**config.mk**
```make
export PLATFORM = sky130hd
export DESIGN_NAME = mem_clk_gen
export DESIGN_NICKNAME = d
export VERILOG_FILES = /design/src/rtl/mclk_pkg.sv /design/src/rtl/mclk_div_select.sv /design/src/rtl/mclk_phase_gen.sv /design/src/rtl/mem_clk_gen.sv
export SDC_FILE = /design/constraint.sdc
export NUM_CORES = 1
export LEC_CHECK = 0
export BUFFER_PORTS_ARGS = -buffer_cell sky130_fd_sc_hd__buf_2
export CAP_MARGIN = 20
export CELL_PAD_IN_SITES_DETAIL_PLACEMENT = 1
export CELL_PAD_IN_SITES_GLOBAL_PLACEMENT = 1
export CORE_AREA = 2 2 60 62
export DETAILED_ROUTE_END_ITERATION = 8
export DIE_AREA = 0 0 62 64
export GPL_ROUTABILITY_DRIVEN = 0
export PLACE_DENSITY_LB_ADDON = 0.12
export SYNTH_ARGS = -nofsm -noshare
export SYNTH_HDL_FRONTEND = slang
export SYNTH_SLANG_ARGS = --single-unit
```
**constraint.sdc**
```tcl
create_clock -name clk -period 1.69 [get_ports clk]
set_input_delay 0.0845 -clock clk [delete_from_list [all_inputs] [get_ports clk]]
set_output_delay 0.0845 -clock clk [all_outputs]
set_load 0.02 [all_outputs]
```
**src/rtl/mclk_pkg.sv**
```systemverilog
package mclk_pkg;
  // Effective divide: zero is promoted to one (minimum divide-by-2).
  function automatic int unsigned eff_div(input int unsigned n);
    return (n == 0) ? 1 : n;
  endfunction

  // High-phase length in system clocks for an effective divide n.
  function automatic int unsigned high_len(input int unsigned n);
    return (n + 1) / 2;
  endfunction

  typedef enum logic {PH_IDLE = 1'b0, PH_RUN = 1'b1} ph_state_t;
endpackage

```
**src/rtl/mclk_div_select.sv**
```systemverilog
module mclk_div_select #(
  parameter int NUM_BANKS = 4,
  parameter int DIV_W     = 4,
  parameter int BANK_W    = 2
) (
  input  logic [NUM_BANKS-1:0]       cont_en_i,
  input  logic [NUM_BANKS-1:0]       sync_mode_i,
  input  logic [NUM_BANKS*DIV_W-1:0] rd_div_i,
  input  logic [NUM_BANKS*DIV_W-1:0] wr_div_i,
  input  logic                       xact_active_i,
  input  logic [BANK_W-1:0]          xact_bank_i,
  input  logic                       xact_write_i,
  output logic                       run_req_o,
  output logic [DIV_W-1:0]           div_o
);
  import mclk_pkg::*;

  logic [DIV_W-1:0] rd_arr [NUM_BANKS];
  logic [DIV_W-1:0] wr_arr [NUM_BANKS];

  for (genvar b = 0; b < NUM_BANKS; b++) begin : g_unpack
    assign rd_arr[b] = rd_div_i[b*DIV_W +: DIV_W];
    assign wr_arr[b] = wr_div_i[b*DIV_W +: DIV_W];
  end

  // Continuous enables of banks other than the first carry no function.
  if (NUM_BANKS > 1) begin : g_upper
    logic unused_cont_hi;
    assign unused_cont_hi = ^cont_en_i[NUM_BANKS-1:1];
  end

  logic             cont_mode;
  logic             sel_sync;
  logic [DIV_W-1:0] sel_rd, sel_wr, raw_div;

  always_comb begin
    sel_sync = 1'b0;
    sel_rd   = '0;
    sel_wr   = '0;
    for (int b = 0; b < NUM_BANKS; b++) begin
      if (xact_bank_i == BANK_W'(b)) begin
        sel_sync = sync_mode_i[b];
        sel_rd   = rd_arr[b];
        sel_wr   = wr_arr[b];
      end
    end
  end

  assign cont_mode = cont_en_i[0] & sync_mode_i[0];
  assign run_req_o = cont_mode | (xact_active_i & sel_sync);
  assign raw_div   = cont_mode ? rd_arr[0] : (xact_write_i ? sel_wr : sel_rd);
  assign div_o     = DIV_W'(eff_div(32'(raw_div)));
endmodule

```
**src/rtl/mclk_phase_gen.sv**
```systemverilog
module mclk_phase_gen #(
  parameter int DIV_W = 4
) (
  input  logic             clk,
  input  logic             rst_n,
  input  logic             run_req_i,
  input  logic [DIV_W-1:0] div_i,
  output logic             mem_clk_o,
  output logic             active_o,
  output logic             period_end_o,
  output logic [DIV_W-1:0] cur_div_o
);
  import mclk_pkg::*;

  ph_state_t        state;
  logic [DIV_W-1:0] cnt;
  logic [DIV_W-1:0] cur_div;
  logic             mclk_q;
  logic [DIV_W:0]   hi_len;
  logic [DIV_W:0]   cnt_next;

  always_comb begin
    hi_len   = (DIV_W+1)'(high_len(32'(cur_div)));
    cnt_next = {1'b0, cnt} + 1'b1;
  end

  assign period_end_o = (state == PH_RUN) && (cnt == cur_div);

  always_ff @(posedge clk) begin
    if (!rst_n) begin
      state   <= PH_IDLE;
      cnt     <= '0;
      cur_div <= DIV_W'(1);
      mclk_q  <= 1'b0;
    end else if (state == PH_IDLE || period_end_o) begin
      cnt <= '0;
      if (run_req_i) begin
        state   <= PH_RUN;
        cur_div <= div_i;
        mclk_q  <= 1'b1;
      end else begin
        state   <= PH_IDLE;
        mclk_q  <= 1'b0;
      end
    end else begin
      cnt    <= cnt_next[DIV_W-1:0];
      mclk_q <= (cnt_next < hi_len);
    end
  end

  assign mem_clk_o = mclk_q;
  assign active_o  = (state == PH_RUN);
  assign cur_div_o = cur_div;
endmodule

```
**src/rtl/mem_clk_gen.sv**
```systemverilog
module mem_clk_gen #(
  parameter int NUM_BANKS = 4,
  parameter int DIV_W     = 4,
  localparam int BANK_W   = (NUM_BANKS > 1) ? $clog2(NUM_BANKS) : 1
) (
  input  logic                       clk,
  input  logic                       rst_n,
  input  logic [NUM_BANKS-1:0]       cont_en_i,
  input  logic [NUM_BANKS-1:0]       sync_mode_i,
  input  logic [NUM_BANKS*DIV_W-1:0] rd_div_i,
  input  logic [NUM_BANKS*DIV_W-1:0] wr_div_i,
  input  logic                       xact_active_i,
  input  logic [BANK_W-1:0]          xact_bank_i,
  input  logic                       xact_write_i,
  output logic                       mem_clk_o,
  output logic                       clk_active_o
);
  // Named internal events, observed by the bound checker.
  logic             run_req;
  logic [DIV_W-1:0] sel_div;
  logic             period_end;
  logic [DIV_W-1:0] cur_div;

  mclk_div_select #(
    .NUM_BANKS(NUM_BANKS), .DIV_W(DIV_W), .BANK_W(BANK_W)
  ) u_sel (
    .cont_en_i    (cont_en_i),
    .sync_mode_i  (sync_mode_i),
    .rd_div_i     (rd_div_i),
    .wr_div_i     (wr_div_i),
    .xact_active_i(xact_active_i),
    .xact_bank_i  (xact_bank_i),
    .xact_write_i (xact_write_i),
    .run_req_o    (run_req),
    .div_o        (sel_div)
  );

  mclk_phase_gen #(.DIV_W(DIV_W)) u_ph (
    .clk         (clk),
    .rst_n       (rst_n),
    .run_req_i   (run_req),
    .div_i       (sel_div),
    .mem_clk_o   (mem_clk_o),
    .active_o    (clk_active_o),
    .period_end_o(period_end),
    .cur_div_o   (cur_div)
  );
endmodule

```
==> impl_summary.log, run 1 <==
INFO  metric yosys_warnings = 0
INFO  metric grt_pass1_vias = 1,015
INFO  metric drt_drc_violations_left = 0
INFO  metric shortest_clock_period_the_worst_path_allows_after_layout = 1690 ps
INFO  metric insertedDiodeCount = 0
INFO  metric syn-cell-area = 886 µm²
INFO  metric grt-ovfl-total = 0
INFO  metric worst_slew_pin_slew = 366 ps
INFO  metric drtPass1Iterations = 3
INFO  metric synth-seq-area-share = 22.6%
INFO  metric worst-endpoint-required = 1910 ps
INFO  metric max_freq = 0.591 GHz
INFO  metric drt-vias-per-instance = between 4 and 5
INFO  metric design.final.nets = 203
INFO  metric synthDominantCellAreaShare = 22.6%
INFO  metric pwr_density_cell = 621 mW/mm²
INFO  metric clock-skew-final = between 3 and 4 ps
INFO  metric routed_wirelength = between 2 and 2.5 mm
INFO  metric holdCritStartpoint = rst_n
INFO  metric drtIter0Drc = 14
INFO  metric critical_path_cell_by_cell = xor2_1 > o41a_4 > nor3_4 > mux2i_1 > and2_1
INFO  metric critPathLaunchType = flip-flop
INFO  metric design.portCount = 48
INFO  metric path_max_fanout = 6
INFO  metric failed_checks = setup timing
INFO  metric synth_edf_count = 0
INFO  metric cpLargestDelayFamily = compound AO/OA/AOI/OAI gates
INFO  metric antenna_found_initial = 0
INFO  metric clk_latency = ~280 ps
INFO  metric row_count = 21
INFO  metric worst_setup_path_end_kind = flip-flop
INFO  metric largest_net_degree_at_the_start_of_global_routing = 12
INFO  metric run_status = complete, but fails checks
INFO  metric yosys_register_bits = 10
INFO  metric final_core_util = between 30% and 40%
INFO  metric floorplan.die.width = 62 µm
INFO  metric multi_input_comb_area = 646 µm²
INFO  metric synth_top_area_cell = dfxtp_1
INFO  metric h-tree-depth = 1
INFO  metric final.period_utilization = 100%
INFO  metric p_leak = 0.634 nW
INFO  metric clockRootBuffer = clkbuf_4
INFO  metric irDropWorstVdd = roughly 160 µV
INFO  metric port_bufs = 44
INFO  metric antenna_left = 0
INFO  metric layout_common_cells = 44 x buf_2, 16 x buf_4, 7 x nor2_1
INFO  metric grt_util_all_layers = between 10% and 20%
INFO  metric synthArstFlopShare = 0%
INFO  metric seq_area = 208 µm²
INFO  metric layout_setup_ws = -1.73 ps
INFO  metric layout_commonest_cell = buf_2
INFO  metric rsz_0062_raised_after_global_routing = yes
INFO  metric route.vias.total = 945
INFO  metric worst_path_buffer_plus_inverter_count = 0
INFO  metric worstPathArrival = 1910 ps
INFO  metric initial_core_utilization = a little over a quarter
INFO  metric cts_tree = built
INFO  metric finalHoldWorstSlack = 82.1 ps
INFO  metric cts_hold_buf = 0
INFO  metric worst_setup_path_startpoint = u_ph.cur_div_o[3]
INFO  metric die_h = 64 µm
INFO  metric slowest_stage = o41a_4
INFO  metric drv.max_cap_violation_count = 0
INFO  metric synth.distinct_cells = 33
INFO  metric synthTopCellsByArea = dfxtp_1 23%, mux4_2 15%, ha_1 7.1%
INFO  metric cts.sinks = 10
INFO  metric synthToLayoutAreaGrowth = 47.0%
INFO  metric postSynth.topFlopCell = dfxtp_1
INFO  metric drive_above_1_share = a little over half
INFO  metric clk_path_buf_depth = 2
INFO  metric finalHoldViolCount = 0
INFO  metric r2r_start = u_ph.cur_div_o[3]
INFO  metric detailedPlacementHpwl = 2.11 mm
INFO  metric cpPeakStageDelay = 520 ps
INFO  metric core_area = 0.00328 mm²
INFO  metric timing.slew.headroom = 75.6%
INFO  metric setup.worst_path.class = reg -> reg
INFO  metric finalSetupViolations = 2
INFO  metric fin_max_slew_vios = 0
INFO  metric setup_total_negative_slack = -1.84 ps
INFO  metric layout.filler_cells = approximately 420
INFO  metric syn-num-nets = 143
INFO  metric regToRegSetupSlack = -2 ps
INFO  metric worst_hold_check_path_type = in -> reg
INFO  metric clk_transition_reported_paths = 70 ps
INFO  metric die_area = 0.00397 mm²
INFO  metric grt_first_pass_wirelength = 4.24 mm
INFO  metric tritoncts.num_buffers = 3
INFO  metric post_drt_wl_per_cell = 11.8 µm
INFO  metric post_synthesis_instance_total = ~90
INFO  metric post_syn_area_per_cell = about 9.6 µm²
registers in the layout, summed over array words and instances, names as in the netlist:
signal / count
u_ph.mem_clk_o: 1
u_ph.active_o: 1
u_ph.cnt: 4
u_ph.cur_div_o: 4
logic make-up (layout without fill, tap and decap cells):
kind of cell | count (synthesis) | count (layout) | share of synthesized area (%)
multiplexers | 11 | 11 | 21.0
adder cells (fa/ha/maj) | 5 | 5 | 7.06
AND/OR/NAND/NOR | 26 | 26 | 17.2
AO/OA/AOI/OAI | 23 | 23 | 19.2
XOR/XNOR | 8 | 8 | 7.91
flip-flops | 10 | 10 | 22.6
buffers and inverters | 9 | 68 | 4.94
final timing paths:
kind                                     endpoint  cells after the start
worst min-delay path                  u_ph.cnt[0]                      3
worst max-delay path            u_ph.cur_div_o[1]                      5
worst max register to register  u_ph.cur_div_o[1]                      5
worst min register to register        u_ph.cnt[0]                      1
final cells by class:
| type | instances | share of cell area, % |
|---|---|---|
| inverter | 4 | 1.15 |
| timing repair buffer | 60 | 26.1 |
| multi-input combinational | 73 | 49.6 |
| tap | 46 | 4.42 |
| sequential | 10 | 15.9 |
| clock buffer | 4 | 2.79 |
timing repair:
action                                  CTS  global route
pin swaps                                 3             1
setup buffers                             2             0
endpoints found under the setup margin    5             5
resized for setup                         4             1
Yosys cell counts (2+ instances only):
library cell and instances:
inv_1 4, o21ai_0 4, a22oi_1 2, mux2i_1 4, nand2_1 2, buf_2 2
xnor2_1 2, nand3_1 3, a21oi_1 3, a221oi_1 3, mux4_2 6, and3_1 5
ha_1 5, xor2_1 6, nor2_1 7, and2_1 3, a31oi_1 3, o21a_1 2
nor2b_1 2, clkbuf_1 2, dfxtp_1 10
report_power, final:
group / switching [W] / internal, W
registers: 0.0000153 / 0.000258
logic: 0.000134 / 0.000181
clock network: 0.0000907 / 0.000131
metrics by stage:
stage	area (µm²)	instances	setup slack, ps	power (W)
final	1300	197	-1.73	0.000809
after global routing	1300	197	-142	0.000874
after CTS	1300	197	-32.9	0.000830
after detailed placement	1240	191	-60.6	0.000590
after global placement	1240	191	-23.7	0.000582
after floorplan	891	92	7.38	0.000460
worst register-to-register path, cell delays in order, from the launching register on:
cell and delay, ps:
dfxtp_2 320, xor2_1 160, o41a_4 520, nor3_4 300, mux2i_1 210, and2_1 130
layer usage:
metal | part of all wire, % | GRT usage [%] | routed length (µm)
met1 | 39 | 16.8 | 915
met2 | 51 | 24.0 | 1190
met3 | 6.7 | 1.42 | 157
met4 | 2.6 | 7.18 | 61
met5 | 0 | 0 | 0
(Power assumes the default switching activity.)
==> run 2, diff against run 1 <==
--- a/config.mk
+++ b/config.mk
@@ -9,11 +9,12 @@
 export CAP_MARGIN = 20
 export CELL_PAD_IN_SITES_DETAIL_PLACEMENT = 1
 export CELL_PAD_IN_SITES_GLOBAL_PLACEMENT = 1
-export CORE_AREA = 2 2 60 62
+export CORE_AREA = 2 2 64 66
 export DETAILED_ROUTE_END_ITERATION = 8
-export DIE_AREA = 0 0 62 64
+export DIE_AREA = 0 0 66 68
 export GPL_ROUTABILITY_DRIVEN = 0
 export PLACE_DENSITY_LB_ADDON = 0.12
 export SYNTH_ARGS = -nofsm -noshare
 export SYNTH_HDL_FRONTEND = slang
+export SYNTH_HIERARCHICAL = 1
 export SYNTH_SLANG_ARGS = --single-unit
==> impl_summary.log, run 2 <==
INFO  metric run_status = finished clean (was complete, but fails checks)
INFO  metric max_freq = 0.631 GHz (was 0.591 GHz)
INFO  metric finalHoldViolCount = 0 (unchanged)
INFO  metric core_area = 0.00386 mm² (was 0.00328 mm²)
INFO  metric antenna_found_initial = 0 (unchanged)
INFO  metric critPathLaunchType = flip-flop (unchanged)
INFO  metric worstPathArrival = 1700 ps (was 1910 ps)
INFO  metric post_synthesis_instance_total = 116 (was 92)
INFO  metric irDropWorstVdd = 199 µV (was 156 µV)
INFO  metric worst_slew_pin_slew = 450 ps (was 366 ps)
INFO  metric most_prevalent_standard_cell_on_the_critical_path = ha_1
INFO  metric path_max_fanout = 3 (was 6)
INFO  metric cts_tree = built (unchanged)
INFO  metric synthToLayoutAreaGrowth = 29.4% (was 47.0%)
INFO  metric antenna_left = 0 (unchanged)
INFO  metric grt_first_pass_wirelength = 5.15 mm (was 4.24 mm)
INFO  metric p_leak = 0.708 nW (was 0.634 nW)
INFO  metric clk_transition_reported_paths = 50 ps (was 70 ps)
INFO  metric cpPeakStageDelay = 370 ps (was 520 ps)
INFO  metric fin_max_slew_vios = 0 (unchanged)
INFO  metric final.period_utilization = 93.7% (was 100%)
INFO  metric cts.sinks = 10 (unchanged)
INFO  metric layout_common_cells = 44 x buf_2, 15 x buf_4, 10 x dfxtp_1, 10 x mux2i_1, 9 x nand3_1 (was 44 x buf_2, 16 x buf_4, 7 x nor2_1)
INFO  metric slowest_stage = dfxtp_1 (was o41a_4)
INFO  metric worst-endpoint-required = 1810 ps (was 1910 ps)
INFO  metric yosys_warnings = 6 (was 0)
INFO  metric clockRootBuffer = clkbuf_8 (was clkbuf_4)
INFO  metric clock-skew-final = 1.65 ps (was 3.68 ps)
INFO  metric drt-vias-per-instance = 5.18 (was 4.80)
INFO  metric die_area = 0.00449 mm² (was 0.00397 mm²)
INFO  metric layout_commonest_cell = buf_2 (unchanged)
INFO  metric syn-num-nets = 167 (was 143)
INFO  metric shortest_clock_period_the_worst_path_allows_after_layout = 1580 ps (was 1690 ps)
INFO  metric drtPass1Iterations = 4 (was 3)
INFO  metric routed_wirelength = 3.12 mm (was 2.33 mm)
INFO  metric largest_net_degree_at_the_start_of_global_routing = 19 (was 12)
INFO  metric route.vias.total = 1,129 (was 945)
INFO  metric insertedDiodeCount = 0 (unchanged)
INFO  metric cts.repair_timing.setup_buffer_count = 0 (was 2)
INFO  metric design.final.nets = 221 (was 203)
INFO  metric grt-ovfl-total = 0 (unchanged)
INFO  metric initial_core_utilization = 30.7% (was 27.0%)
INFO  metric critical_path_cell_by_cell = ha_1 > xor2_1 > ha_1 > o21a_1 > o31ai_1 > a32o_1 (was xor2_1 > o41a_4 > nor3_4 > mux2i_1 > and2_1)
INFO  metric row_count = 23 (was 21)
INFO  metric cpLargestDelayFamily = compound AO/OA/AOI/OAI gates (unchanged)
INFO  metric finalSetupViolations = 0 (was 2)
INFO  metric design.portCount = 48 (unchanged)
INFO  metric pwr_density_cell = 661 mW/mm² (was 621 mW/mm²)
INFO  metric clk_latency = 230 ps (was 280 ps)
INFO  metric grt_util_all_layers = 14.7% (was 14.1%)
INFO  metric setup_total_negative_slack = 0 ps (was -1.84 ps)
INFO  metric timing.slew.headroom = 69.7% (was 75.6%)
INFO  metric clk_path_buf_depth = 2 (unchanged)
INFO  metric tritoncts.num_buffers = 3 (unchanged)
INFO  metric drtIter0Drc = 47 (was 14)
INFO  metric die_h = 68 µm (was 64 µm)
INFO  metric worst_setup_path_end_kind = flip-flop (unchanged)
INFO  metric syn-cell-area = 0.00118 mm² (was 886 µm²)
INFO  metric cts_hold_buf = 0 (unchanged)
INFO  metric setup.worst_path.class = reg -> reg (unchanged)
INFO  metric worst_path_buffer_plus_inverter_count = 0 (unchanged)
INFO  metric port_bufs = 44 (unchanged)
INFO  metric drv.max_cap_violation_count = 0 (unchanged)
INFO  metric worst_hold_check_path_type = in -> reg (unchanged)
INFO  metric drive_above_1_share = 44.6% (was 53.6%)
INFO  metric post_syn_area_per_cell = 10.2 µm² (was 9.63 µm²)
INFO  metric post_drt_wl_per_cell = 14.3 µm (was 11.8 µm)
INFO  metric report.power.total = 0.00101 W (was 0.000809 W)
INFO  metric grt_pass1_vias = 1,210 (was 1,015)
INFO  metric floorplan.die.width = 66 µm (was 62 µm)
INFO  metric detailedPlacementHpwl = 2.69 mm (was 2.11 mm)
INFO  metric h-tree-depth = 1 (unchanged)
INFO  metric drt_drc_violations_left = 0 (unchanged)
INFO  metric rsz_0062_raised_after_global_routing = no (was yes)
==> run 2: cell type report <==
cell class	instances	area, µm²
well taps	50	62.6
flip-flops and latches	10	200
fillers	493	2320
repair buffers	59	333
clock buffers	3	41.3
multi-input cells	94	887
inverters	2	7.51
==> run 2: per-layer routing <==
layer / routed length (µm) / global-route usage, %
met5: 0 / 0
met4: 59 / 6.12
met3: 161 / 1.48
met2: 1640 / 28.9
met1: 1250 / 16.0
==> run 2: worst register-to-register path, stage by stage (launching register included) <==
cell and delay (ps):
dfxtp_1 370, ha_1 200, xor2_1 230, ha_1 220, o21a_1 140, o31ai_1 60, a32o_1 250
==> run 2: worst paths after layout <==
check | from | endpoint | slack, ps | cells after the start
max | u_ph/cnt[0] | u_ph/mem_clk_o | 110 | 6
min | rst_n | u_ph/active_o | 260 | 2
max reg2reg | u_ph/cnt[0] | u_ph/mem_clk_o | 110 | 6
min reg2reg | u_ph/cnt[0] | u_ph/cnt[0] | 640 | 2
==> run 2: per-stage QoR <==
stage / cell area (µm²) / worst slack (ps) / instances / hold slack, ps / utilization (%)
2_1_floorplan: 1190 / -15.8 / 116 / 379 / -
3_3_place_gp: 1490 / -94.8 / 215 / 495 / 38.5
3_5_place_dp: 1490 / -131 / 215 / 501 / 38.5
4_1_cts: 1530 / 104 / 218 / 255 / 39.6
5_1_grt: 1530 / 30.2 / 218 / 288 / 39.7
6_report: 1530 / 106 / 218 / 263 / 39.7
==> run 2: timing repair <==
action                     in CTS  in global routing
hold endpoints to repair        0                  0
resized for setup               0                  2
setup endpoints to repair       0                  4
==> run 2: power by group <==
part / leakage (nW) / total, W / internal (W) / switching [W]
Sequential: 0.0820 / 0.000301 / 0.000264 / 0.0000368
Clock: 0.0216 / 0.000247 / 0.000156 / 0.0000908
Combinational: 0.605 / 0.000465 / 0.000240 / 0.000225
Total: 0.708 / 0.00101 / 0.000660 / 0.000353
